==> src/rtl/can_bt_pkg.sv <==
package can_bt_pkg;
  parameter int WORD_W = 16;
  parameter int BRP_W  = 6;
  parameter int SJW_W  = 2;
  parameter int TS1_W  = 4;
  parameter int TS2_W  = 3;
  parameter logic [WORD_W-1:0] WORD_RST = 16'h2301;

  typedef struct packed {
    logic             spare;
    logic [TS2_W-1:0] ts2;
    logic [TS1_W-1:0] ts1;
    logic [SJW_W-1:0] sjw;
    logic [BRP_W-1:0] brp;
  } bt_word_t;
endpackage

==> src/rtl/bt_word_reg.sv <==
module bt_word_reg
  import can_bt_pkg::*;
#(
  parameter logic [WORD_W-1:0] RST_VAL = WORD_RST
) (
  input  logic              clk,
  input  logic              rst,
  input  logic              wr_en,
  input  logic [WORD_W-1:0] wr_data,
  input  logic              init_mode,
  input  logic              cfg_en,
  output bt_word_t          word_q
);
  logic wr_ok;
  assign wr_ok = wr_en & init_mode & cfg_en;

  always_ff @(posedge clk) begin
    if (rst) begin
      word_q <= bt_word_t'({1'b0, RST_VAL[WORD_W-2:0]});
    end else if (wr_ok) begin
      word_q <= bt_word_t'({1'b0, wr_data[WORD_W-2:0]});
    end
  end
endmodule

==> src/rtl/tq_prescaler.sv <==
module tq_prescaler #(
  parameter int BRP_W = 6,
  localparam int CNT_W = BRP_W + 1
) (
  input  logic             clk,
  input  logic             rst,
  input  logic             hold,
  input  logic [BRP_W-1:0] brp,
  output logic             tq_due,
  output logic             tq_tick
);
  logic [CNT_W-1:0] cnt;
  logic [CNT_W-1:0] last;

  // two system clocks per prescaler step: last count = 2*(brp+1)-1
  assign last   = {brp, 1'b1};
  assign tq_due = ~hold & (cnt == last);

  always_ff @(posedge clk) begin
    if (rst || hold) begin
      cnt     <= '0;
      tq_tick <= 1'b0;
    end else begin
      tq_tick <= tq_due;
      if (tq_due) cnt <= '0;
      else        cnt <= cnt + 1'b1;
    end
  end
endmodule

==> src/rtl/bit_seg_seq.sv <==
module bit_seg_seq #(
  parameter int TS1_W = 4,
  parameter int TS2_W = 3,
  localparam int MAXQ   = (1 << TS1_W) + (1 << TS2_W) + 1,
  localparam int QCNT_W = $clog2(MAXQ)
) (
  input  logic             clk,
  input  logic             rst,
  input  logic             hold,
  input  logic             tq_due,
  input  logic [TS1_W-1:0] ts1,
  input  logic [TS2_W-1:0] ts2,
  output logic             sample_pulse,
  output logic             bit_end_pulse
);
  logic [QCNT_W-1:0] qidx;
  logic [QCNT_W-1:0] samp_idx;
  logic [QCNT_W-1:0] last_idx;
  logic              at_last;

  assign samp_idx = QCNT_W'(ts1) + QCNT_W'(1);
  assign last_idx = QCNT_W'(ts1) + QCNT_W'(ts2) + QCNT_W'(2);
  assign at_last  = (qidx == last_idx);

  always_ff @(posedge clk) begin
    if (rst || hold) begin
      qidx          <= '0;
      sample_pulse  <= 1'b0;
      bit_end_pulse <= 1'b0;
    end else if (tq_due) begin
      sample_pulse  <= (qidx == samp_idx);
      bit_end_pulse <= at_last;
      qidx          <= at_last ? '0 : qidx + 1'b1;
    end else begin
      sample_pulse  <= 1'b0;
      bit_end_pulse <= 1'b0;
    end
  end
endmodule

==> src/rtl/can_bit_timer.sv <==
module can_bit_timer
  import can_bt_pkg::*;
(
  input  logic              clk,
  input  logic              rst,
  input  logic              wr_en,
  input  logic [WORD_W-1:0] wr_data,
  input  logic              init_mode,
  input  logic              cfg_en,
  output logic              tq_tick,
  output logic              sample_pulse,
  output logic              bit_end_pulse,
  output logic [WORD_W-1:0] timing_word
);
  bt_word_t word;
  logic     tq_due;

  bt_word_reg #(.RST_VAL(WORD_RST)) u_word (
    .clk(clk), .rst(rst), .wr_en(wr_en), .wr_data(wr_data),
    .init_mode(init_mode), .cfg_en(cfg_en), .word_q(word)
  );

  tq_prescaler #(.BRP_W(BRP_W)) u_presc (
    .clk(clk), .rst(rst), .hold(init_mode), .brp(word.brp),
    .tq_due(tq_due), .tq_tick(tq_tick)
  );

  bit_seg_seq #(.TS1_W(TS1_W), .TS2_W(TS2_W)) u_seq (
    .clk(clk), .rst(rst), .hold(init_mode), .tq_due(tq_due),
    .ts1(word.ts1), .ts2(word.ts2),
    .sample_pulse(sample_pulse), .bit_end_pulse(bit_end_pulse)
  );

  assign timing_word = word;
endmodule

==> config.mk <==
export PLATFORM = sky130hd
export DESIGN_NAME = can_bit_timer
export DESIGN_NICKNAME = d
export VERILOG_FILES = /design/src/rtl/can_bt_pkg.sv /design/src/rtl/bt_word_reg.sv /design/src/rtl/tq_prescaler.sv /design/src/rtl/bit_seg_seq.sv /design/src/rtl/can_bit_timer.sv
export SDC_FILE = /design/constraint.sdc
export NUM_CORES = 1
export LEC_CHECK = 0
export ABC_AREA = 0
export BUFFER_PORTS_ARGS = -buffer_cell sky130_fd_sc_hd__buf_2
export CAP_MARGIN = 20
export CORE_AREA = 8 8 62 64
export CTS_CLUSTER_SIZE = 40
export DETAILED_ROUTE_END_ITERATION = 7
export DIE_AREA = 0 0 70 72
export PLACE_DENSITY = 0.84
export SLEW_MARGIN = 25
export SYNTH_ARGS = -nofsm -noshare
export SYNTH_HDL_FRONTEND = slang
export SYNTH_SLANG_ARGS = --single-unit
==> constraint.sdc <==
create_clock -name clk -period 4.7 [get_ports clk]
set_input_delay 0.94 -clock clk [delete_from_list [all_inputs] [get_ports clk]]
set_output_delay 0.94 -clock clk [all_outputs]
set_load 0.005 [all_outputs]
==> reports/results.txt <==
Worst-Margin Slew: 624 ps
All-Layer GR Usage: 0.134
Sequential group share of total power: 0.560
Pleak: 0.755 nW
Worst-case vdd ir drop: 0.209 mV
CTS Hold Bufs: 0
CP required: 4930 ps
Port Buffer Count: 37
NetSw: 117 µW
Core area: 2900 µm²
Die H: 72 µm
# DRC: 0
Clock share of power: 0.326
Total gr overflow: 0
FP Rows: 20
CTS sink count: 30
Startpoint types: register
Final Power: 474 µW
Commonest non-fill, non-tap cell in the layout: buf_2
First-pass GRT wire length: 5450 µm
Placed cell areas: 1720 µm²
Remaining antenna violation count: 0
Wire per inst: 13.0 µm
Post-DP HPWL: 2560 µm
Fin. max-slew vios: 0
Initial core utilization: 0.528
Synth cell types: 37
Initial antenna violation count: 0
Setup_tns: 0 ps
Layout cells sized above 1: 0.244
Hold Vio Cnt, Final: 0
Final min period: 2590 ps
CP arrival: 2820 ps
Ant. Diodes: 0
Setup crit end kind: register
Achievable Freq: 387 MHz
Setup CP Type: reg -> reg
Global placer's final weighted congestion: 0.764
Combinational share of power: 0.113
Seq cells post-synth: 30
Pwr per Cell Area: 266 nW/µm²
Outcome: completed
Routed wire length: 3240 µm
DR iter-0 viols: 29
Int Power: 357 µW
Final-layout fill cell count: 265
RSZ-0062 raised after global routing: false
Main area contributors after synthesis: dfxtp_1 39%, nand2_1 8.6%, ha_1 7.3%
Post-CTS Setup Bufs: 0
1st-pass router iterations: 4
Post-synth top area cell: dfxtp_1
Die extent in x: 70 µm
Pin count of the biggest net entering global routing: 18
Final Cell Area: 1780 µm²
Io pins: 40
Final setup viols: 0
Max_slew headroom: 0.580
Worst-path fanout max: 7
Post-Syn Area: 1530 µm²
H-tree levels: 2
Avg Cell Area, Syn: 8.52 µm²
Vias per std cell: 5.20
CTS tree: yes
Net Sw Frac: 0.247
Final setup skew: 4.22 ps
YS warnings: 0
Synth Instances: 180
Syn Nets: 211
Clk slew on worst S/H paths: 90 ps
Area Overhead vs Synth: 16.3%
Final Cycle Share: 0.550
Via Count: 1301
Root Driver: clkbuf_4
Clk buf depth: 2
# resized after CTS: 0
Nets: 247
Sequential fraction of the synthesis area: 0.392
Hold Crit Class: reg -> reg
CTS Buf Count: 5
Share of the synthesized area in the top cell type: 0.392
Vias in the first global route: 1252
MaxCap Viol Count: 0
Full die area: 5040 µm²
Insertion delay of the later-clocked pin in the worst-skew pair: 330 ps
Most frequent cells in the layout: 37 x buf_2, 35 x nand2_1, 30 x dfxtp_1
## final cells by class
cell class,instances,area [µm²],area share
tap,33,41.3,0.0232
sequential,30,601,0.337
clock buffer,7,55.1,0.0309
inverter,5,18.8,0.0105
timing repair buffer,37,185,0.104
multi-input combinational,137,877,0.492
clock inverter,1,5.00,0.00281
## final timing paths
path	endpoint	cells past startpoint	slack, ps	from
min reg2reg	u_word.word_q[7]	2	450	u_word.word_q[7]
max	u_seq.qidx[4]	10	2110	u_word.word_q[9]
min	u_word.word_q[7]	2	450	u_word.word_q[7]
max reg2reg	u_seq.qidx[4]	10	2110	u_word.word_q[9]
## flip-flops by register name (all words and copies together), names as in the netlist
signal,cells
u_presc.cnt,7
u_presc.tq_tick,1
u_seq.bit_end_pulse,1
u_seq.qidx,5
u_seq.sample_pulse,1
u_word.word_q,15
## per-stage QoR
step	setup WS (ps)	hold WS, ps	utilization	std cells
6_report	2110	453	0.614	250
2_1_floorplan	2340	426	-	180
3_3_place_gp	2160	440	0.594	242
5_1_grt	1930	495	0.614	250
4_1_cts	2090	458	0.614	250
3_5_place_dp	2120	445	0.594	242
## power groups by stage
stage | clock network (mW) | registers (mW) | logic, mW
floorplan | 0 | 0.271 | 0.0349
global placement | 0 | 0.272 | 0.0523
detailed placement | 0 | 0.272 | 0.0540
CTS | 0.165 | 0.266 | 0.0542
global route | 0.173 | 0.267 | 0.0608
finish | 0.155 | 0.266 | 0.0537
## per-layer routing
layer | GRT usage | vias up | routed length, µm
met5 | 0 | - | 0
met4 | 0.0625 | 0 | 53
met3 | 0.0668 | 5 | 225
met2 | 0.229 | 26 | 1590
met1 | 0.133 | 584 | 1370
li1 | - | 686 | -
## kinds of logic (layout without fill, tap and decap cells)
| group | Yosys count | count (layout) | share of synthesized area |
|---|---|---|---|
| xor gates and xnor gates | 17 | 17 | 0.0971 |
| other | 1 | 1 | 0.00245 |
| buffers and inverters | 13 | 50 | 0.0359 |
| adders and majority gates | 10 | 10 | 0.0865 |
| AOI/OAI and AO/OA | 29 | 29 | 0.123 |
| DFF | 30 | 30 | 0.392 |
| and+or+nand+nor | 80 | 80 | 0.263 |
## cell usage after synthesis
cell type / number
nand3_1: 8
and3_1: 3
or2_2: 1
o311ai_1: 3
a211o_1: 2
o31a_2: 1
xnor2_1: 11
a21oi_1: 17
nand4_1: 3
nor2_4: 1
and3_2: 1
and3b_1: 1
buf_2: 2
nor4_2: 1
o22ai_1: 1
nor4b_2: 1
dfxtp_1: 30
nand2b_1: 2
clkbuf_1: 5
nand3b_1: 3
or4_4: 1
a21boi_0: 1
o221ai_2: 1
buf_4: 1
and2_1: 2
nand3_2: 1
o21ai_0: 1
nor3_1: 3
conb_1: 1
a2bb2oi_1: 1
nand2_1: 35
inv_1: 5
fa_1: 1
o31ai_1: 1
nor2_1: 13
xor2_1: 6
ha_1: 9
## critical path, stage by stage (launching register included)
cell and delay [ps]:
dfxtp_1 400, inv_1 80, ha_1 280, inv_1 40
ha_1 210, fa_1 380, xor2_1 160, and2_1 170
o221ai_2 300, nand3_1 200, o311ai_1 290
No activity file was read; power rests on OpenSTA's default activity.
